`src/rtl/pixfifo_pkg.sv`:
```
package pixfifo_pkg;
  typedef enum logic [1:0] {
    PH_SYNC    = 2'd0,
    PH_BPORCH  = 2'd1,
    PH_PAYLOAD = 2'd2,
    PH_FPORCH  = 2'd3
  } linePhase_t;

  typedef struct packed {
    logic wrEn;
    logic rdEn;
    logic snapEn;
  } fifoStrobe_t;
endpackage

```
`src/rtl/pixfifo_ctrl.sv`:
```
module pixfifo_ctrl
  import pixfifo_pkg::*;
#(
  parameter int DEPTH = 16,
  parameter int CNT_W = 12,
  parameter int LVL_W = 5
) (
  input  logic             clk,
  input  logic             rstN,
  input  logic             pixValid,
  input  logic             rdReq,
  input  logic [1:0]       phase,
  input  logic [CNT_W-1:0] activeCount,
  input  logic [1:0]       errClr,
  input  logic [LVL_W-1:0] fillLevel,
  output fifoStrobe_t      strobes,
  output logic             ovfErr,
  output logic             udfErr,
  output logic             drainMiss
);
  linePhase_t       curPhase;
  linePhase_t       prevPhase;
  logic             isFull;
  logic             isEmpty;
  logic [CNT_W-1:0] midPoint;
  logic [CNT_W-1:0] payCnt;
  logic             dropWr;
  logic             missRd;

  assign curPhase = linePhase_t'(phase);
  assign isFull   = (fillLevel == LVL_W'(DEPTH));
  assign isEmpty  = (fillLevel == '0);
  assign midPoint = activeCount >> 1;

  always_comb begin
    strobes.rdEn   = rdReq && !isEmpty;
    strobes.wrEn   = pixValid && (!isFull || strobes.rdEn);
    strobes.snapEn = strobes.rdEn && (curPhase == PH_PAYLOAD) &&
                     (midPoint != '0) && ((payCnt + CNT_W'(1)) == midPoint);
    dropWr         = pixValid && !strobes.wrEn;
    missRd         = rdReq && !strobes.rdEn;
  end

  always_ff @(posedge clk or negedge rstN) begin
    if (!rstN) begin
      payCnt    <= '0;
      prevPhase <= PH_SYNC;
      drainMiss <= 1'b0;
      ovfErr    <= 1'b0;
      udfErr    <= 1'b0;
    end else begin
      if (curPhase != PH_PAYLOAD) payCnt <= '0;
      else if (strobes.rdEn)      payCnt <= payCnt + CNT_W'(1);
      prevPhase <= curPhase;
      drainMiss <= (prevPhase == PH_FPORCH) && (curPhase != PH_FPORCH) && !isEmpty;
      if (dropWr)         ovfErr <= 1'b1;
      else if (errClr[0]) ovfErr <= 1'b0;
      if (missRd)         udfErr <= 1'b1;
      else if (errClr[1]) udfErr <= 1'b0;
    end
  end
endmodule

```
`src/rtl/pixfifo_dp.sv`:
```
module pixfifo_dp
  import pixfifo_pkg::*;
#(
  parameter int DEPTH = 16,
  parameter int PIX_W = 24,
  parameter int LVL_W = 5
) (
  input  logic                    clk,
  input  logic                    rstN,
  input  fifoStrobe_t             strobes,
  input  logic [PIX_W-1:0]        pixData,
  output logic [PIX_W-1:0]        rdData,
  output logic                    rdValid,
  output logic [LVL_W-1:0]        fillLevel,
  output logic [LVL_W-1:0]        snapLevel,
  output logic                    snapValid,
  output logic signed [LVL_W:0]   lineDelta,
  output logic                    deltaValid
);
  localparam int PTR_W = (DEPTH > 1) ? $clog2(DEPTH) : 1;

  logic [PIX_W-1:0] mem [DEPTH];
  logic [PTR_W-1:0] wrPtr;
  logic [PTR_W-1:0] rdPtr;
  logic [LVL_W-1:0] fillNext;
  logic             havePrev;

  function automatic logic [PTR_W-1:0] bump(input logic [PTR_W-1:0] p);
    return (p == PTR_W'(DEPTH - 1)) ? '0 : p + PTR_W'(1);
  endfunction

  always_comb begin
    case ({strobes.wrEn, strobes.rdEn})
      2'b10:   fillNext = fillLevel + LVL_W'(1);
      2'b01:   fillNext = fillLevel - LVL_W'(1);
      default: fillNext = fillLevel;
    endcase
  end

  always_ff @(posedge clk) begin
    if (strobes.wrEn) mem[wrPtr] <= pixData;
  end

  always_ff @(posedge clk or negedge rstN) begin
    if (!rstN) begin
      wrPtr      <= '0;
      rdPtr      <= '0;
      fillLevel  <= '0;
      rdData     <= '0;
      rdValid    <= 1'b0;
      snapLevel  <= '0;
      snapValid  <= 1'b0;
      lineDelta  <= '0;
      deltaValid <= 1'b0;
      havePrev   <= 1'b0;
    end else begin
      fillLevel <= fillNext;
      rdValid   <= strobes.rdEn;
      if (strobes.wrEn) wrPtr <= bump(wrPtr);
      if (strobes.rdEn) begin
        rdPtr  <= bump(rdPtr);
        rdData <= mem[rdPtr];
      end
      snapValid  <= strobes.snapEn;
      deltaValid <= strobes.snapEn && havePrev;
      if (strobes.snapEn) begin
        snapLevel <= fillNext;
        lineDelta <= $signed({1'b0, fillNext}) - $signed({1'b0, snapLevel});
        havePrev  <= 1'b1;
      end
    end
  end
endmodule

```
`src/rtl/pixfifo_mon.sv`:
```
module pixfifo_mon
  import pixfifo_pkg::*;
#(
  parameter int DEPTH = 16,
  parameter int PIX_W = 24,
  parameter int CNT_W = 12,
  localparam int LVL_W = $clog2(DEPTH + 1)
) (
  input  logic                  clk,
  input  logic                  rstN,
  input  logic                  pixValid,
  input  logic [PIX_W-1:0]      pixData,
  input  logic [1:0]            phase,
  input  logic                  rdReq,
  input  logic [CNT_W-1:0]      activeCount,
  input  logic [1:0]            errClr,
  output logic [PIX_W-1:0]      rdData,
  output logic                  rdValid,
  output logic [LVL_W-1:0]      fillLevel,
  output logic [LVL_W-1:0]      snapLevel,
  output logic                  snapValid,
  output logic signed [LVL_W:0] lineDelta,
  output logic                  deltaValid,
  output logic                  ovfErr,
  output logic                  udfErr,
  output logic                  drainMiss
);
  fifoStrobe_t strobes;

  pixfifo_ctrl #(.DEPTH(DEPTH), .CNT_W(CNT_W), .LVL_W(LVL_W)) ctrl_i (
    .clk(clk), .rstN(rstN), .pixValid(pixValid), .rdReq(rdReq), .phase(phase),
    .activeCount(activeCount), .errClr(errClr), .fillLevel(fillLevel),
    .strobes(strobes), .ovfErr(ovfErr), .udfErr(udfErr), .drainMiss(drainMiss)
  );

  pixfifo_dp #(.DEPTH(DEPTH), .PIX_W(PIX_W), .LVL_W(LVL_W)) dp_i (
    .clk(clk), .rstN(rstN), .strobes(strobes), .pixData(pixData),
    .rdData(rdData), .rdValid(rdValid), .fillLevel(fillLevel),
    .snapLevel(snapLevel), .snapValid(snapValid), .lineDelta(lineDelta),
    .deltaValid(deltaValid)
  );
endmodule

```
`config.mk`:
```
export PLATFORM = sky130hd
export DESIGN_NAME = pixfifo_mon
export DESIGN_NICKNAME = d
export VERILOG_FILES = /design/src/rtl/pixfifo_pkg.sv /design/src/rtl/pixfifo_ctrl.sv /design/src/rtl/pixfifo_dp.sv /design/src/rtl/pixfifo_mon.sv
export SDC_FILE = /design/constraint.sdc
export NUM_CORES = 1
export LEC_CHECK = 0
export BUFFER_PORTS_ARGS = -buffer_cell sky130_fd_sc_hd__buf_2
export CORE_MARGIN = 2
export CORE_UTILIZATION = 35
export CTS_CLUSTER_DIAMETER = 30
export DETAILED_ROUTE_END_ITERATION = 6
export GPL_ROUTABILITY_DRIVEN = 0
export PLACE_DENSITY = 0.57
export SYNTH_ARGS = -nofsm -noshare
export SYNTH_HDL_FRONTEND = slang
export SYNTH_SLANG_ARGS = --single-unit
```
`constraint.sdc`:
```
create_clock -name clk -period 7.9 [get_ports clk]
set_clock_uncertainty 0.1 [all_clocks]
set_input_delay 0.395 -clock clk [delete_from_list [all_inputs] [get_ports clk]]
set_output_delay 0.395 -clock clk [all_outputs]
set_load 0.02 [all_outputs]
```
Yosys cells after proc, flatten, opt, wreduce, memory -nomap -nowiden

Memories as Yosys holds them, arrays and structs flattened. A register that Yosys moved wholly into a read port is not among the register bits.
Cells that the tools add are included.
Widths: inputs -> output; s select.

Multiplexer cells: 11
Reductions and logical operators: 21
Equality and inequality tests: 10
Add/subtract/negate cells: 6

Operators with widths:

| kind                  | number |
|---|---|
| $mux 12               | 2 |
| $add 12x1->12 const B | 1 |
| $eq 12x11->1          | 1 |
| $reduce_bool 12->1    | 1 |
| $logic_and 1x1->1     | 10 |
| $pmux 5 s2            | 1 |
| $add 4x1->4 const B   | 2 |
| $eq 4x4->1 const B    | 2 |
| $mux 4                | 2 |
| $eq 2x2->1 const B    | 3 |
| $mux 1                | 6 |
| $reduce_bool 2->1     | 3 |
| $sub 5x5->6           | 1 |
| $add 5x1->5 const B   | 1 |
| $eq 5x5->1 const B    | 1 |
| $logic_not 1->1       | 5 |
| $logic_not 5->1       | 1 |
| $sub 5x1->5 const B   | 1 |
| $ne 2x2->1 const B    | 2 |
| $eq 2x1->1 const B    | 1 |
| $logic_or 1x1->1      | 1 |

Memories: 1
Bits of input ports: 44
Word-level logic and storage cells: 63
Bits in registers: 45
RAM bits: 384

Memories:

| name     | words | width | read ports | clocked after memory_dff | write ports | line             | source |
|---|---|---|---|---|---|---|---|
| dp_i.mem | 16    | 24    | 1          | 1                        | 1           | pixfifo_dp.sv:22 | `logic [PIX_W-1:0] mem [DEPTH];` |

Longest topological paths before layout

Word-level depth: 8
Depth in mapped cells: 13

Cells and area by module

Synthesis repeated with hierarchy kept, for this count alone.

Cell total of the unflattened synthesis: 1028
Area total of the unflattened synthesis: 18182.4 sq um

By module, submodules not included:

| module       | cells each | times used | sequential area each (sq um) | area an instance (sq um) |
|---|---|---|---|---|
| pixfifo_dp   | 898        | 1          | 12832.3                      | 17046.3 |
| pixfifo_ctrl | 130        | 1          | 425.4                        | 1136.1 |

Worst setup path before layout

Ideal clock, no wire load.

Path type: flip-flop to flip-flop
From: register dp_i.fillLevel[0]
To: memory dp_i.mem[3][0] (enable)
Buffers on the path: 0
Setup slack: 4.027 ns
Library setup time: 0.466 ns
Arrival time: 3.307 ns
Stages on the path, launching flop included: 5
Cell sequence: dfrtp_1 -> or4_4 -> or3_1 -> nand2_1 -> nor4_1

Cells in the longest elaborated chain, start to end: 7
Elaborated cells between the ends (all ways): 9

RTL lines:

| what                           | line               | source |
|---|---|---|
| start, declared                | pixfifo_dp.sv:14   | `output logic [LVL_W-1:0] fillLevel,` |
| start signal, assigned         | pixfifo_dp.sv:57   | `fillLevel <= fillNext;` |
| $logic_not 5->1                | pixfifo_ctrl.sv:32 | `assign isEmpty = (fillLevel == '0);` |
| $logic_not 1->1                | pixfifo_ctrl.sv:36 | `strobes.rdEn = rdReq && !isEmpty;` |
| $logic_and 1x1->1              | pixfifo_ctrl.sv:36 |  |
| $logic_or 1x1->1 *             | pixfifo_ctrl.sv:37 | `strobes.wrEn = pixValid && (!isFull \|\| strobes.rdEn);` |
| $logic_and 1x1->1 *            | pixfifo_ctrl.sv:37 |  |
| $mux 1 *                       | pixfifo_dp.sv:41   | `if (strobes.wrEn) mem[wrPtr] <= pixData;` |
| $mux 1 (not written as such) * | pixfifo_dp.sv:41   |  |
| end, declared                  | pixfifo_dp.sv:22   |  |

Every way passes the cells marked *; elsewhere a longest branch is shown, timed or not.

Worst setup path after layout

From: register dp_i.fillLevel[0]
To: register dp_i.lineDelta[4]

Cells in the longest elaborated chain, start to end: 8
Elaborated cells between the ends (all ways): 16

RTL lines:

| what                                            | line               | source |
|---|---|---|
| $logic_not 5->1                                 | pixfifo_ctrl.sv:32 |  |
| $logic_not 1->1                                 | pixfifo_ctrl.sv:36 |  |
| $logic_and 1x1->1                               | pixfifo_ctrl.sv:36 |  |
| $logic_or 1x1->1                                | pixfifo_ctrl.sv:37 |  |
| $logic_and 1x1->1                               | pixfifo_ctrl.sv:37 |  |
| $eq 2x1->1 / $eq 2x2->1 (equally long branches) | pixfifo_dp.sv:33   | `case ({strobes.wrEn, strobes.rdEn})` |
| $pmux 5 s2 *                                    | pixfifo_dp.sv:33   |  |
| net dp_i.fillNext[4]                            | pixfifo_dp.sv:25   | `logic [LVL_W-1:0] fillNext;` |
| $sub 5x5->6 *                                   | pixfifo_dp.sv:68   | `lineDelta <= $signed({1'b0, fillNext}) - $signed({1'b0, snapLevel});` |
| end signal, assigned                            | pixfifo_dp.sv:68   |  |
| end, declared                                   | pixfifo_dp.sv:17   | `output logic signed [LVL_W:0] lineDelta,` |

Mark *: on every way through the listed nets, which the timed path passes. The rest lies on a longest branch.
A chain may end at the register's enable or synchronous reset.

==> impl_metrics.csv <==
group,metric,value,unit
route,viasPerCell,5.072,
clocking,cts_buffer_depth,3,
cells_and_area,final_layout_size_suffix_gt1_share,29.44,%
placed_design,numPlacedInstances,1747,
cells_and_area,area_delta_synth_final,25.28,%
worst_setup_path,path_buf_inv,1,
synth,avgSynthCellArea,17.90,sq um
cells_and_area,layout.nets,1226,
worst_setup_path,r2r-start,"dp_i.fillLevel[0]$_DFF_PN0_",
clocking,numCtsBuffers,90,
synth,yosysSeqAreaShare,73.61,%
synth,netlist_area,0.01801,sq mm
clocking,cts_tree,"built",
cells_and_area,final_cells,1923,
route,antenna_left,0,
timing,min_period,4343,ps
worst_setup_path,rr_endpoint,"dp_i.lineDelta[4]$_DFFE_PN0P_",
worst_setup_path,rrSetupSlack,3560,ps
power_and_ir_drop,clockPowerShare,44.8,%
placed_design,port_buffers,88,
synth,async_flop_share,15.23,%
route,drtIter0Drc,731,
die,die_h,230.8,um
synth,synth_edf_count,384,
placed_design,hpwlAfterDp,20990,um
power_and_ir_drop,p_per_area,381.8,mW/mm^2
clocking,cts_sinks,453,
global_route,grt_overflow,0,
global_route,grt_pass1_wl,61200,um
power_and_ir_drop,combPwrFrac,19.7,%
global_route,grt_max_degree,64,
worst_setup_path,cp.arrival,4710,ps
synth,synth_nets,1066,
route,routed_wl,39580,um
die,core.rowCount,83,
power_and_ir_drop,switching_power,0.002444,W
timing,fin_crit_sh,54.98,%
global_route,antenna_found_initial,2,
clocking,post_cts_buffers,0,
timing,fmax,0.2302,GHz
power_and_ir_drop,p_seq_share,35.5,%
timing,setup_viol,0,
route,drc,0,
timing,rsz0062_at_grt,"no",
clocking,htreeDepth,3,
worst_setup_path,critical_path_required,8270,ps
power_and_ir_drop,vdd_drop_max,0.2099,mV
synth,syn_inst,1006,
worst_setup_path,worst-r2r-cell-count,13,
die,io_pins,90,
run_status,status,"finished clean",
worst_setup_path,crit_end,"dp_i.lineDelta[4]$_DFFE_PN0P_",
run,maxCapViolations,0,
global_route,grt_use_total,15.28,%
power_and_ir_drop,static-leakage-power,8.003,nW
cells_and_area,num_antenna_cells,0,
global_route,grt_pass1_vias,10255,
timing,final_max_slew_viol_count,0,
timing,finalHoldViolCount,0,
clocking,cts_resized,0,
worst_setup_path,critPathCaptureType,"flip-flop",
die,initial_core_util,35.25,%
worst_setup_path,cp.depth,13,
synth,synth_ff_type,"edfxtp_1",
synth,ys_seq_elements,453,
synth,post_synth_num_cell_types,52,
route,firstDrtPassIters,4,
min_path,worstHoldPathType,"in -> reg",
worst_setup_path,worst-setup-path-type,"reg -> reg",
timing,finalSetupTns,0,ps
route,route.detailed.wl_per_inst,20.58,um
power_and_ir_drop,swShare,28.37,%
timing,relSlewSlack,42.28,%
worst_setup_path,worst_path_most_repeated_cell,"a21oi_1",
clocking,cts-root-buf,"clkbuf_16",
timing,worst_slew_pin_slew,865.9,ps
worst_setup_path,crit_fanout,63,
worst_setup_path,cpPeakStageDelay,590,ps
worst_setup_path,critical_path.cell_chain,"or4_4 -> o21ai_4 -> buf_4 -> nor2_1 -> fa_1 -> a21o_1 -> a21oi_1 -> a21oi_1 -> a221oi_1 -> a21oi_1 -> ha_1 -> xnor2_1 -> mux2_1",
power_and_ir_drop,intPower,0.006170,W
die,coreArea,0.05109,sq mm
die,dieArea,0.05329,sq mm
placed_design,place_ws,3508,ps
worst_setup_path,startpoint,"dp_i.fillLevel[0]$_DFF_PN0_",
route,vias,9753,
clocking,clk_latency,600,ps
timing,postLayoutSetupSlackWorst,3557,ps
worst_setup_path,critical_path.top_delay_family,"compound AO/OA/AOI/OAI gates",
worst_setup_path,critPathLaunchType,"flip-flop",
cells_and_area,nFillCells,4470,
worst_setup_path,crit_slowest_cell,"or4_4",
clocking,clk_pin_slew,50,ps
synth,ys_warn_count,0,
die,dieWidth,230.8,um
==> placed cells by master, fill, tap and decap left out, drive strengths merged, types with 29 or more instances in the layout <==
master,synthesis,layout
o221ai,49,49
o21ai,58,58
nand2,76,76
inv,21,33
mux2i,53,53
dfrtp,69,69
clkinv,0,29
mux4,72,72
buf,24,114
edfxtp,384,384
clkbuf,29,104
==> power by group through the flow <==
stage                     combinational, W  sequential (W)  clock (W)
final                              0.00170         0.00306    0.00386
after floorplan                    0.00115         0.00309          0
after detailed placement           0.00173         0.00310          0
after global routing               0.00186         0.00309    0.00406
after global placement             0.00172         0.00309          0
after CTS                          0.00174         0.00306    0.00393
==> metrics by stage <==
stage	area, sq um	util [%]	total power (W)	hold slack [ps]
3_5_place_dp	19340	37.85	0.004836	220.4
4_1_cts	22560	44.16	0.008734	32.52
6_report	22560	44.16	0.008614	63.45
5_1_grt	22560	44.16	0.009020	39.15
3_3_place_gp	19340	37.85	0.004808	214.1
2_1_floorplan	18010	-	0.004237	-0.5911
==> flip-flops by register name, indices dropped and copies added (netlist names) <==
name and cells:
ctrl_i.payCnt 12, dp_i.rdValid 1, dp_i.rdData 24, ctrl_i.ovfErr 1
dp_i.rdPtr 4, dp_i.deltaValid 1, ctrl_i.udfErr 1, dp_i.fillLevel 5
dp_i.snapValid 1, dp_i.wrPtr 4, ctrl_i.drainMiss 1, dp_i.snapLevel 5
ctrl_i.prevPhase 2, dp_i.mem 384, dp_i.lineDelta 6, dp_i.havePrev 1
==> metal layers <==
metal  share of wire [%]  GRT usage [%]
met3                 5.0          3.644
met1                  46          20.87
met4                 2.0          5.101
met5               0.028              0
met2                  47          24.05
==> cell usage after synthesis (all sizes together) (7+ instances only) <==
cell type  number  area [sq um]
edfxtp        384         11530
a21oi          13         65.06
mux2i          53         530.5
xor2           15         131.4
clkbuf         29         108.9
inv            21         78.83
mux4           72          1622
o21ai          58         305.3
ha             14         175.2
nor4            7         43.79
o221ai         49         429.2
nor2           26         97.59
nor3           13         65.06
mux2           10         116.4
xnor2          20         175.2
nand2          76         287.8
buf            24         115.1
dfrtp          69          1727
nand3          11         65.06
==> cell families after synthesis <==
family | after synthesis | synth area share, %
compound gates | 137 | 5.204
xor+xnor | 35 | 1.702
simple gates | 156 | 4.009
mux | 135 | 12.60
buf+inv | 74 | 1.681
fa+ha+maj | 16 | 1.195
flops | 453 | 73.61
==> timing repair <==
action,CTS,global route
hold buffers,7,0
hold endpoints to repair,23,0
endpoints found under the setup margin,0,0
==> worst min-delay path by stage <==
| stage | from | to | depth (start not counted) |
|---|---|---|---|
| floorplan | rstN | ctrl_i.drainMiss$_DFF_PN0_ | 0 |
| global placement | rstN | dp_i.lineDelta[1]$_DFFE_PN0P_ | 1 |
| detailed placement | rstN | dp_i.snapLevel[1]$_DFFE_PN0P_ | 1 |
| CTS | pixData[10] | dp_i.mem[14][10]$_DFFE_PP_ | 1 |
| global route | pixData[10] | dp_i.mem[11][10]$_DFFE_PP_ | 1 |
| finish | pixData[9] | dp_i.mem[3][9]$_DFFE_PP_ | 1 |
==> worst reg2reg max path: stages, from the launching register on <==
cell and delay [ps]:
dfrtp_1 440, or4_4 590, o21ai_4 130, buf_4 590, nor2_1 270, fa_1 460
a21o_1 170, a21oi_1 260, a21oi_1 110, a221oi_1 250, a21oi_1 110, ha_1 330
xnor2_1 130, mux2_1 270
==> area by class of cell <==
cell class / count / area (sq um) / area share, %
clock buffer: 104 / 2387 / 10.58
timing repair buffer: 121 / 708.2 / 3.139
inverter: 21 / 78.83 / 0.3494
multi-input combinational: 479 / 4504 / 19.96
clock inverter: 65 / 768.2 / 3.405
sequential: 453 / 13270 / 58.79
tap: 680 / 850.8 / 3.771
Note: power is estimated with default switching activity, not from simulation.
